**src/rtl/lbd_pkg.sv**
```systemverilog
package lbd_pkg;
  localparam logic [31:0] REG_BASE  = 32'hFFF42040;
  localparam logic [31:0] ROM_HI    = 32'hFF800000;
  localparam int ALIAS_BIT   = 20;
  localparam int DRAM_EN_BIT = 24;
  localparam int SRAM_EN_BIT = 4;
  localparam int NSEL = 6;
  localparam int SEL_PROM  = 0;
  localparam int SEL_FLASH = 1;
  localparam int SEL_DRAM  = 2;
  localparam int SEL_SRAM  = 3;
  localparam int SEL_EXT   = 4;
  localparam int SEL_IO    = 5;
  localparam logic [2:0] OFS_ROM  = 3'd0;
  localparam logic [2:0] OFS_DWIN = 3'd1;
  localparam logic [2:0] OFS_DCTL = 3'd2;
  localparam logic [2:0] OFS_SRAM = 3'd3;
  localparam logic [2:0] OFS_EXT  = 3'd4;
  localparam logic [2:0] OFS_TMO  = 3'd5;

  typedef struct packed {
    logic        aliasOff;
    logic        dramEn;
    logic [9:0]  dramBase;
    logic [1:0]  dramSize;
    logic        sramEn;
    logic [14:0] sramBase;
    logic [2:0]  sramSize;
    logic        extEn;
    logic [7:0]  extBase;
    logic [7:0]  extMask;
  } decCfg_t;
endpackage

```
**src/rtl/lbd_decode.sv**
```systemverilog
module lbd_decode
  import lbd_pkg::*;
(
  input  logic            busValid,
  input  logic [1:0]      busTt,
  input  logic [31:2]     addrHi,
  input  logic            flashStrap,
  input  decCfg_t         cfg,
  output logic            regHit,
  output logic [2:0]      regOfs,
  output logic [NSEL-1:0] sel
);
  logic normal, ioHit, romHit, dramHit, sramHit, extHit;
  logic [9:0]  dMask;
  logic [2:0]  sCode;
  logic [14:0] sMask;

  assign normal = busValid && (busTt != 2'd3);
  assign regHit = normal && (addrHi[31:5] == REG_BASE[31:5]);
  assign regOfs = addrHi[4:2];
  assign ioHit  = normal && (addrHi[31:20] == 12'hFFF) && (addrHi[19:16] != 4'hF);

  assign romHit = normal && ((addrHi[31:21] == ROM_HI[31:21]) ||
                             (!cfg.aliasOff && addrHi[31:22] == 10'd0));

  always_comb begin
    case (cfg.dramSize)
      2'd0:    dMask = 10'h3FF;
      2'd1:    dMask = 10'h3FE;
      default: dMask = 10'h3FC;
    endcase
  end
  assign dramHit = normal && cfg.dramEn &&
                   (((addrHi[31:22] ^ cfg.dramBase) & dMask) == 10'd0);

  assign sCode   = (cfg.sramSize > 3'd4) ? 3'd4 : cfg.sramSize;
  assign sMask   = 15'h7FFF << sCode;
  assign sramHit = normal && cfg.sramEn &&
                   (((addrHi[31:17] ^ cfg.sramBase) & sMask) == 15'd0);

  assign extHit  = normal && cfg.extEn &&
                   (((addrHi[31:24] ^ cfg.extBase) & cfg.extMask) == 8'd0);

  always_comb begin
    sel = '0;
    if (regHit)       sel = '0;
    else if (ioHit)   sel[SEL_IO] = 1'b1;
    else if (romHit)  sel[flashStrap ? SEL_FLASH : SEL_PROM] = 1'b1;
    else if (dramHit) sel[SEL_DRAM] = 1'b1;
    else if (sramHit) sel[SEL_SRAM] = 1'b1;
    else if (extHit)  sel[SEL_EXT] = 1'b1;
  end
endmodule

```
**src/rtl/lbd_ctrl.sv**
```systemverilog
module lbd_ctrl
  import lbd_pkg::*;
#(
  parameter int TMO_W   = 16,
  parameter int TMO_RST = 256
)(
  input  logic        clk,
  input  logic        rstN,
  input  logic        busStart,
  input  logic        busWrite,
  input  logic [31:0] busWdata,
  input  logic        busAck,
  input  logic        regHit,
  input  logic [2:0]  regOfs,
  output decCfg_t     cfg,
  output logic [31:0] rdData,
  output logic        regAck,
  output logic        busErr
);
  decCfg_t          cfgQ;
  logic             tmoEn, active, wrEn;
  logic [TMO_W-1:0] tmoLim, cnt;
  wire              unusedWd = ^{busWdata[15:5], busWdata[3]};

  assign wrEn   = busStart && busWrite && regHit;
  assign regAck = busStart && regHit;
  assign cfg    = cfgQ;

  always_ff @(posedge clk or negedge rstN) begin
    if (!rstN) begin
      cfgQ   <= '0;
      tmoEn  <= 1'b0;
      tmoLim <= TMO_W'(TMO_RST);
    end else if (wrEn) begin
      case (regOfs)
        OFS_ROM:  cfgQ.aliasOff <= busWdata[ALIAS_BIT];
        OFS_DWIN: begin
          cfgQ.dramBase <= busWdata[31:22];
          cfgQ.dramSize <= busWdata[1:0];
        end
        OFS_DCTL: cfgQ.dramEn <= busWdata[DRAM_EN_BIT];
        OFS_SRAM: begin
          cfgQ.sramBase <= busWdata[31:17];
          cfgQ.sramEn   <= busWdata[SRAM_EN_BIT];
          cfgQ.sramSize <= busWdata[2:0];
        end
        OFS_EXT: begin
          cfgQ.extBase <= busWdata[31:24];
          cfgQ.extMask <= busWdata[23:16];
          cfgQ.extEn   <= busWdata[0];
        end
        OFS_TMO: begin
          tmoEn  <= busWdata[0];
          tmoLim <= busWdata[16 +: TMO_W];
        end
        default: ;
      endcase
    end
  end

  always_comb begin
    rdData = '0;
    if (regHit) begin
      case (regOfs)
        OFS_ROM:  rdData[ALIAS_BIT] = cfgQ.aliasOff;
        OFS_DWIN: begin
          rdData[31:22] = cfgQ.dramBase;
          rdData[1:0]   = cfgQ.dramSize;
        end
        OFS_DCTL: rdData[DRAM_EN_BIT] = cfgQ.dramEn;
        OFS_SRAM: begin
          rdData[31:17]       = cfgQ.sramBase;
          rdData[SRAM_EN_BIT] = cfgQ.sramEn;
          rdData[2:0]         = cfgQ.sramSize;
        end
        OFS_EXT: begin
          rdData[31:24] = cfgQ.extBase;
          rdData[23:16] = cfgQ.extMask;
          rdData[0]     = cfgQ.extEn;
        end
        OFS_TMO: begin
          rdData[16 +: TMO_W] = tmoLim;
          rdData[0]           = tmoEn;
        end
        default: ;
      endcase
    end
  end

  assign busErr = active && tmoEn && (cnt == tmoLim - TMO_W'(1));

  always_ff @(posedge clk or negedge rstN) begin
    if (!rstN) begin
      active <= 1'b0;
      cnt    <= '0;
    end else if (busStart) begin
      active <= !regHit;
      cnt    <= '0;
    end else if (active) begin
      if (busAck || busErr) active <= 1'b0;
      else                  cnt    <= cnt + TMO_W'(1);
    end
  end
endmodule

```
**src/rtl/lbus_decoder.sv**
```systemverilog
module lbus_decoder
  import lbd_pkg::*;
#(
  parameter int ROM_AW  = 19,
  parameter int TMO_W   = 16,
  parameter int TMO_RST = 256
)(
  input  logic              clk,
  input  logic              rstN,
  input  logic              busValid,
  input  logic              busStart,
  input  logic              busWrite,
  input  logic [1:0]        busTt,
  input  logic [31:0]       busAddr,
  input  logic [31:0]       busWdata,
  input  logic              busAck,
  input  logic              flashStrap,
  output logic              selProm,
  output logic              selFlash,
  output logic              selDram,
  output logic              selSram,
  output logic              selExt,
  output logic              selIo,
  output logic [ROM_AW-1:0] romAddr,
  output logic [31:0]       rdData,
  output logic              regAck,
  output logic              busErr
);
  decCfg_t         cfg;
  logic            regHit;
  logic [2:0]      regOfs;
  logic [NSEL-1:0] sel;

  lbd_decode u_dec (
    .busValid(busValid), .busTt(busTt), .addrHi(busAddr[31:2]),
    .flashStrap(flashStrap), .cfg(cfg),
    .regHit(regHit), .regOfs(regOfs), .sel(sel)
  );

  lbd_ctrl #(.TMO_W(TMO_W), .TMO_RST(TMO_RST)) u_ctl (
    .clk(clk), .rstN(rstN), .busStart(busStart), .busWrite(busWrite),
    .busWdata(busWdata), .busAck(busAck), .regHit(regHit), .regOfs(regOfs),
    .cfg(cfg), .rdData(rdData), .regAck(regAck), .busErr(busErr)
  );

  assign selProm  = sel[SEL_PROM];
  assign selFlash = sel[SEL_FLASH];
  assign selDram  = sel[SEL_DRAM];
  assign selSram  = sel[SEL_SRAM];
  assign selExt   = sel[SEL_EXT];
  assign selIo    = sel[SEL_IO];
  assign romAddr  = busAddr[ROM_AW-1:0];
endmodule

```
**config.mk**
```make
export PLATFORM = sky130hd
export DESIGN_NAME = lbus_decoder
export DESIGN_NICKNAME = d
export VERILOG_FILES = /design/src/rtl/lbd_pkg.sv /design/src/rtl/lbd_decode.sv /design/src/rtl/lbd_ctrl.sv /design/src/rtl/lbus_decoder.sv
export SDC_FILE = /design/constraint.sdc
export NUM_CORES = 1
export LEC_CHECK = 0
export BUFFER_PORTS_ARGS = -buffer_cell sky130_fd_sc_hd__buf_2
export CAP_MARGIN = 10
export CORE_UTILIZATION = 55
export CTS_CLUSTER_DIAMETER = 120
export CTS_CLUSTER_SIZE = 10
export DETAILED_ROUTE_END_ITERATION = 8
export GPL_ROUTABILITY_DRIVEN = 1
export PLACE_DENSITY = 0.81
export SLEW_MARGIN = 25
export SYNTH_ARGS = -nofsm -noshare
export SYNTH_HDL_FRONTEND = slang
export SYNTH_HIERARCHICAL = 1
export SYNTH_SLANG_ARGS = --single-unit
```
**constraint.sdc**
```tcl
create_clock -name clk -period 4 [get_ports clk]
set_clock_uncertainty 0.05 [all_clocks]
set_input_delay 0.8 -clock clk [delete_from_list [all_inputs] [get_ports clk]]
set_output_delay 0.8 -clock clk [all_outputs]
set_load 0.02 [all_outputs]
```
==> flow_metrics.tcl, run 1 <==
set metrics [dict create \
    synth_edf_count 0 \
    rsz0062_at_grt "false" \
    timing.final.setup_violations 0 \
    total_clock_buffers_created_by_cts 9 \
    dominantRegCellSynth "sky130_fd_sc_hd__dfrtp_1" \
    final_hold_viol_count 0 \
    core_area_um2 9860 \
    core.rowCount 36 \
    maxCapViolations 0 \
    slew_viol_final 0 \
    tritoncts_num_sinks 84 \
    power.clock.fraction_pct 39.9 \
    routed_wl_mm 15.1 \
    post-place-ws_ns 0.329 \
    timing.critical_path.cells "inv_1 > ha_1 > or4b_4 > nor3_4 > a31oi_1 > a221oi_1 > o22ai_2 > nor4b_2 > buf_2" \
    critical_path_cell_count 9 \
    routed_via_density 6.24 \
    cpMaxStageDelayCell "sky130_fd_sc_hd__or4b_4" \
    synth_xor_xnor_area_share_pct 7.88 \
    post-route-worst-setup-slack_ns 0.187 \
    p_per_area_nw_per_um2 269 \
    route.detailed.drc 0 \
    grt_pass1_wl_mm 24.8 \
    worst_path_arrival_time_ns 2.96 \
    switching_fraction_of_total_power_pct 26.1 \
    synth.distinct_cells 77 \
    max-vdd-ir-drop_mv 0.208 \
    min_path_type "in2async" \
    timing.critical_path.required_ns 3.15 \
    chipWidth_um 104 \
    avgRoutedWirePerCell_um 19.5 \
    grt_start_max_net_pins 85 \
    startpoint "u_ctl/tmoLim[1]" \
    place_hpwl_mm 10.9 \
    clock_tree.htree_level_count 3 \
    tightestPinTransition_ns 0.766 \
    portBuffers 103 \
    total_switching_power_mw 0.445 \
    clk_pin_slew_worst_paths_ns 0.08 \
    fillCellCount 823 \
    synthesis.area_per_instance_um2 9.97 \
    share_seq_of_total_power_pct 50.2 \
    clockBufferDepth 2 \
    crit_fanout 8 \
    crit-reg2reg-capture "u_ctl/cnt[4]" \
    drtIter0Drc 390 \
    critical-path-top-delay-family "simple AND/OR/NAND/NOR gates" \
    layout.nets 708 \
    synth_async_sr_flop_share_pct 100 \
    tritoncts "yes" \
    internal-power_mw 1.26 \
    pin_count 132 \
    worst-r2r-cell-count 8 \
    grt_antenna_before_repair 0 \
    grt_pass1_vias 4661 \
    antennaDiodeCount 0 \
    combined_area_of_all_synthesized_cells_um2 5670 \
    syn2layout_area_growth_pct 11.4 \
    static-leakage-power_nw 2.91 \
    ys_ff_latch 84 \
    max_freq_mhz 262 \
    yosys.area_share.simple_pct 18.0 \
    die_area_um2 10700 \
    power_frac_comb_pct 9.9 \
    gate_count_of_the_mapped_netlist 569 \
    globalRouteTotalUtil_pct 29.1 \
    cts-root-buf "sky130_fd_sc_hd__clkbuf_8" \
    critical-path-max-stage-delay_ns 0.51 \
    post_synth_mux_area_share_pct 15.7 \
    synth.yosys.warnings 6 \
    run_status "completed" \
    initial_utilization_pct 57.5 \
    critical_path.n_buffers_inverters 2 \
    r2r_setup_slack_ns 0.61 \
    period_needed_ns 3.81 \
    post_synthesis_share_of_cell_area_spent_on_full_adders_half_adders_and_majority_gates_pct 0.441 \
    postCtsSetupBuffers 0 \
    synth_compound_area_share_pct 12.9 \
    worst_setup_path_end_kind "output pin" \
    crit_type "reg2out" \
    die_h_um 104 \
    firstDrtPassIters 5 \
    route.antenna.remaining_nets 0 \
    synth_top_family_by_area "simple AND/OR/NAND/NOR gates" \
    startpoint_kind_of_the_worst_setup_timing_path "flip-flop" \
    gp_routability_congestion 0.928 \
    timing.setup.tns_ns 0 \
    grt_remaining_overflow 0 \
    slew-limit-headroom_pct 49.0 \
    layout-drive-gt1-share_pct 33.9 \
    synth.yosys.seq_area_share_pct 37.1 \
    clk-insertion-delay-late_ns 0.37 \
    route.vias.total 4809 \
    worstReg2RegStart "u_ctl/tmoLim[4]" \
    period_share_pct 95.3 \
]
[worst max-delay path by stage]
stage	end
final	busErr
after CTS	busErr
after global routing	busErr
after global placement	u_ctl/cfg[26]
after floorplan	u_ctl/cfg[24]
after detailed placement	u_ctl/cfg[29]
[cells in the final DEF, fill, tap and decap left out, types with 14 or more instances in the layout]
| master | netlist | routed |
|---|---|---|
| sky130_fd_sc_hd__xnor2_1 | 26 | 26 |
| sky130_fd_sc_hd__nor2b_1 | 19 | 19 |
| sky130_fd_sc_hd__or4_1 | 15 | 15 |
| sky130_fd_sc_hd__a22oi_1 | 14 | 14 |
| sky130_fd_sc_hd__dfrtp_1 | 83 | 82 |
| sky130_fd_sc_hd__xor2_1 | 25 | 25 |
| sky130_fd_sc_hd__mux2_2 | 64 | 64 |
| sky130_fd_sc_hd__nand3_1 | 22 | 22 |
| sky130_fd_sc_hd__mux2i_1 | 16 | 16 |
| sky130_fd_sc_hd__nand2_1 | 19 | 19 |
| sky130_fd_sc_hd__nor2_1 | 26 | 26 |
| sky130_fd_sc_hd__buf_2 | 2 | 102 |
| sky130_fd_sc_hd__o21ai_0 | 16 | 16 |
| sky130_fd_sc_hd__a21oi_1 | 16 | 16 |
[per-stage QoR]
step           util [%]  instance area, µm²  hold WS, ns  power, mW  instances
2_1_floorplan         -                5710        0.437      0.978        580
3_3_place_gp       61.6                6070        0.470       1.03        755
3_5_place_dp       61.6                6070        0.482       1.04        755
4_1_cts            63.9                6310        0.503       1.72        771
5_1_grt            64.1                6320        0.480       1.76        771
6_report           64.1                6320        0.430       1.70        771
[sequential cells by signal (all words and copies together), names as in the netlist]
name and flops:
u_ctl/tmoLim 16, u_ctl/active 1, u_ctl/cnt 16, u_ctl/tmoEn 1
u_ctl/cfg 50
[cells in the mapped netlist (2+ instances only)]
cell type                   number  area, µm²
sky130_fd_sc_hd__a31oi_1         5       31.3
sky130_fd_sc_hd__o21ai_0        16       80.1
sky130_fd_sc_hd__xnor2_1        26        228
sky130_fd_sc_hd__nand3_1        22        110
sky130_fd_sc_hd__nor4b_1         8       70.1
sky130_fd_sc_hd__o31ai_1        12       90.1
sky130_fd_sc_hd__a21oi_1        16       80.1
sky130_fd_sc_hd__or3_1           2       12.5
sky130_fd_sc_hd__and2_1          3       18.8
sky130_fd_sc_hd__dfrtp_1        83       2080
sky130_fd_sc_hd__clkbuf_1       30        113
sky130_fd_sc_hd__o211ai_1        2       15.0
sky130_fd_sc_hd__mux2i_1        16        160
sky130_fd_sc_hd__inv_1           8       30.0
sky130_fd_sc_hd__xor2_1         25        219
sky130_fd_sc_hd__buf_2           2       10.0
sky130_fd_sc_hd__a22oi_1        14        105
sky130_fd_sc_hd__a22o_1          5       43.8
sky130_fd_sc_hd__mux2_2         64        721
sky130_fd_sc_hd__nor2b_1        19        119
sky130_fd_sc_hd__o21ai_1         3       15.0
sky130_fd_sc_hd__nand2_1        19       71.3
sky130_fd_sc_hd__and3_1         12       75.1
sky130_fd_sc_hd__or4_1          15        113
sky130_fd_sc_hd__nor3b_1         2       15.0
sky130_fd_sc_hd__nand4_1         7       43.8
sky130_fd_sc_hd__nor2_1         26       97.6
sky130_fd_sc_hd__o2111ai_1       5       43.8
sky130_fd_sc_hd__nand3b_1        4       30.0
sky130_fd_sc_hd__nor4_1          7       43.8
sky130_fd_sc_hd__buf_4          34        255
sky130_fd_sc_hd__ha_1            2       25.0
sky130_fd_sc_hd__buf_1           3       11.3
sky130_fd_sc_hd__buf_6           2       22.5
sky130_fd_sc_hd__a221oi_1        3       26.3
sky130_fd_sc_hd__nor3_1          6       30.0
[repair_timing]
action                     in CTS  in global routing
gates cloned                    0                  0
setup endpoints to repair       1                  1
resized for setup               1                  3
hold buffers                    0                  0
[power groups by stage]
stage | Clock (mW) | Combinational, mW | Sequential [mW]
2_1_floorplan | 0 | 0.108 | 0.870
3_3_place_gp | 0 | 0.161 | 0.871
3_5_place_dp | 0 | 0.166 | 0.871
4_1_cts | 0.695 | 0.167 | 0.854
5_1_grt | 0.725 | 0.182 | 0.855
6_report | 0.680 | 0.169 | 0.854
[layout make-up]
class                           count  area (µm²)  area share [%]
Inverter                            9        33.8           0.534
Sequential cell                    84        2100            33.3
Multi-Input combinational cell    415        3190            50.4
Tap cell                          133         166            2.63
Clock inverter                      7         101            1.60
Clock buffer                        9         124            1.96
Timing Repair Buffer              114         604            9.56
[kinds of logic after synthesis]
logic type      after synthesis
compound gates              100
buf+inv                      81
xor+xnor                     51
other cells                   1
mux                          81
fa+ha+maj                     2
flops                        84
simple gates                169
[routing by layer]
layer / global-route usage [%] / up-vias / share of wire [%]
met2: 48.3 / 229 / 49
met3: 5.22 / 31 / 6.6
li1: - / 2166 / -
met1: 39.7 / 2383 / 43
met5: 0 / - / 0
met4: 6.73 / 0 / 1.3
Note: power is estimated with default switching activity, not from simulation.
==> run 2: changes to the inputs <==
--- a/config.mk
+++ b/config.mk
@@ -5,7 +5,7 @@
 export SDC_FILE = /design/constraint.sdc
 export NUM_CORES = 1
 export LEC_CHECK = 0
-export BUFFER_PORTS_ARGS = -buffer_cell sky130_fd_sc_hd__buf_2
+export BUFFER_PORTS_ARGS = -buffer_cell sky130_fd_sc_hd__buf_4
 export CAP_MARGIN = 10
 export CORE_UTILIZATION = 55
 export CTS_CLUSTER_DIAMETER = 120
@@ -13,6 +13,7 @@
 export DETAILED_ROUTE_END_ITERATION = 8
 export GPL_ROUTABILITY_DRIVEN = 1
 export PLACE_DENSITY = 0.81
+export SETUP_SLACK_MARGIN = 0.3
 export SLEW_MARGIN = 25
 export SYNTH_ARGS = -nofsm -noshare
 export SYNTH_HDL_FRONTEND = slang
==> run 2 against run 1 <==
Non-clock buffer count grew 7. Register-to-register slack got worse by 0.02 ns. Maximum frequency up 3.2%. Highest routed layer unchanged. Cell count grew 0.91%. Critical path depth is the same. Combinational power increased by 11%. Worst setup slack improved by 0.12 ns. Die area is the same. Critical endpoint unchanged.
==> flow_metrics.tcl, run 2 (synthesis results as in run 1) <==
set metrics [dict create \
    gp_routability_congestion 0.928 \
    post-route-cell-area_um2 6670 \
    timing.setup.tns_ns 0 \
    initial_utilization_pct 57.5 \
    antennaDiodeCount 0 \
    route.detailed.drc 0 \
    p_total_mw 1.69 \
    max-vdd-ir-drop_mv 0.153 \
    core.rowCount 36 \
    worstReg2RegStart "u_ctl/tmoLim[0]" \
    power.clock.fraction_pct 38.2 \
    final_core_utilization_pct 67.6 \
    dp.cells 753 \
    maxCapViolations 0 \
    crit-reg2reg-capture "u_ctl/cnt[4]" \
    stdcell_count 778 \
    period_share_pct 92.3 \
    routed_wl_mm 15.5 \
    mostFrequentLayoutCell "sky130_fd_sc_hd__buf_4" \
    firstDrtPassIters 6 \
    final_hold_viol_count 0 \
    grt_antenna_before_repair 0 \
    tritoncts_num_sinks 84 \
    internal-power_mw 1.25 \
    worst_setup_path_end_kind "output pin" \
    clk_pin_slew_worst_paths_ns 0.08 \
    route.vias.total 4867 \
    register_area_um2 2110 \
    grt_pass1_wl_mm 24.9 \
    power_frac_comb_pct 11.2 \
    max_freq_mhz 271 \
    worst_path_arrival_time_ns 2.84 \
    tritoncts "yes" \
    fillCellCount 735 \
    worst-r2r-cell-count 12 \
    most-common-layout-cells "sky130_fd_sc_hd__buf_4 (120), sky130_fd_sc_hd__dfrtp_1 (81), sky130_fd_sc_hd__mux2_2 (64)" \
    clock_tree.htree_level_count 3 \
    slew-limit-headroom_pct 47.5 \
    total_clock_buffers_created_by_cts 9 \
    run_status "completed" \
    portBuffers 103 \
    post_dp_cell_area_um2 6310 \
    place_hpwl_mm 10.9 \
    clockBufferDepth 2 \
    crit_fanout 4 \
    area_taken_by_multi_input_logic_gates_um2 3240 \
    share_seq_of_total_power_pct 50.7 \
    static-leakage-power_nw 3.00 \
    die_area_um2 10700 \
    tightestPinTransition_ns 0.787 \
    total_switching_power_mw 0.438 \
    syn2layout_area_growth_pct 17.5 \
    post-place-ws_ns 0.272 \
    min_path_type "in2async" \
    globalRouteTotalUtil_pct 29.4 \
    period_needed_ns 3.69 \
    routed_via_density 6.26 \
    fin_worst_hold_slack_ns 0.421 \
    switching_fraction_of_total_power_pct 26.0 \
    startpoint_kind_of_the_worst_setup_timing_path "flip-flop" \
    crit_type "reg2out" \
    die_h_um 104 \
    layout-drive-gt1-share_pct 36.0 \
    chipWidth_um 104 \
    timing.final.setup_violations 0 \
    route.antenna.remaining_nets 0 \
    layout.nets 715 \
    largest_register_ffs 50 \
    grt_pass1_vias 4774 \
    slew_viol_final 0 \
    avgRoutedWirePerCell_um 20.0 \
    r2r_setup_slack_ns 0.59 \
    rsz0062_at_grt "true" \
    grt_start_max_net_pins 85 \
    grt_remaining_overflow 0 \
    timing.critical_path.required_ns 3.15 \
    pin_count 132 \
    p_per_area_nw_per_um2 253 \
    core_area_um2 9860 \
    cts-root-buf "sky130_fd_sc_hd__clkbuf_8" \
    post-route-worst-setup-slack_ns 0.307 \
    drtIter0Drc 525 \
    clk-insertion-delay-late_ns 0.36 \
]
run 2: cell types whose count changed in the layout (fill, tap and decap cells not counted), sizes merged:
cell / change
buf: +7
bufinv: -1
clkbuf: +2
clkinvlp: -1
run 2: area by class of cell:
| type | count | share of cell area, % |
|---|---|---|
| clock buffers | 11 | 2.27 |
| clock inverters | 5 | 0.901 |
| inverters | 9 | 0.507 |
| multi-input cells | 415 | 48.5 |
| flip-flops and latches | 84 | 31.6 |
| well taps | 133 | 2.50 |
| repair buffers | 121 | 13.7 |
run 2: how the worst max path moves through the flow:
stage,to,start,cells past startpoint,slack [ns]
2_1_floorplan,u_ctl/cfg[24],busAddr[31],11,0.32
3_3_place_gp,u_ctl/cfg[26],busTt[0],11,0.39
3_5_place_dp,busErr,u_ctl/tmoLim[0],9,0.27
4_1_cts,busErr,u_ctl/tmoLim[0],7,0.31
5_1_grt,busErr,u_ctl/tmoLim[1],10,0.25
6_report,busErr,u_ctl/tmoLim[0],9,0.31
run 2: critical path, stage by stage, from the launching register on:
cell	delay [ns]
sky130_fd_sc_hd__dfrtp_2	0.44
sky130_fd_sc_hd__inv_2	0.09
sky130_fd_sc_hd__ha_4	0.13
sky130_fd_sc_hd__or4b_4	0.50
sky130_fd_sc_hd__nor3_4	0.23
sky130_fd_sc_hd__a31oi_2	0.14
sky130_fd_sc_hd__a221oi_2	0.30
sky130_fd_sc_hd__o22ai_2	0.14
sky130_fd_sc_hd__nor4b_2	0.33
sky130_fd_sc_hd__buf_4	0.19
run 2: power groups by stage:
stage / registers [mW] / clock network, mW / logic, mW
floorplan: 0.870 / 0 / 0.108
global placement: 0.871 / 0 / 0.180
detailed placement: 0.871 / 0 / 0.185
CTS: 0.854 / 0.645 / 0.186
global route: 0.855 / 0.682 / 0.202
finish: 0.854 / 0.643 / 0.188
run 2: what timing repair did:
item | 4_1_cts | 5_1_grt
setup buffers | 7 | 2
resized for setup | 12 | 3
hold endpoints to repair | 0 | 0
cloned | 0 | 0
pin swaps | 6 | 4
setup endpoints to repair | 1 | 2
hold buffers | 0 | 0
run 2: per-layer routing:
layer	GRT usage [%]	vias to the layer above	share of wire [%]
met4	10.2	0	1.9
li1	-	2181	-
met2	48.2	259	50
met1	39.4	2401	40
met5	0	-	0
met3	4.91	26	7.9
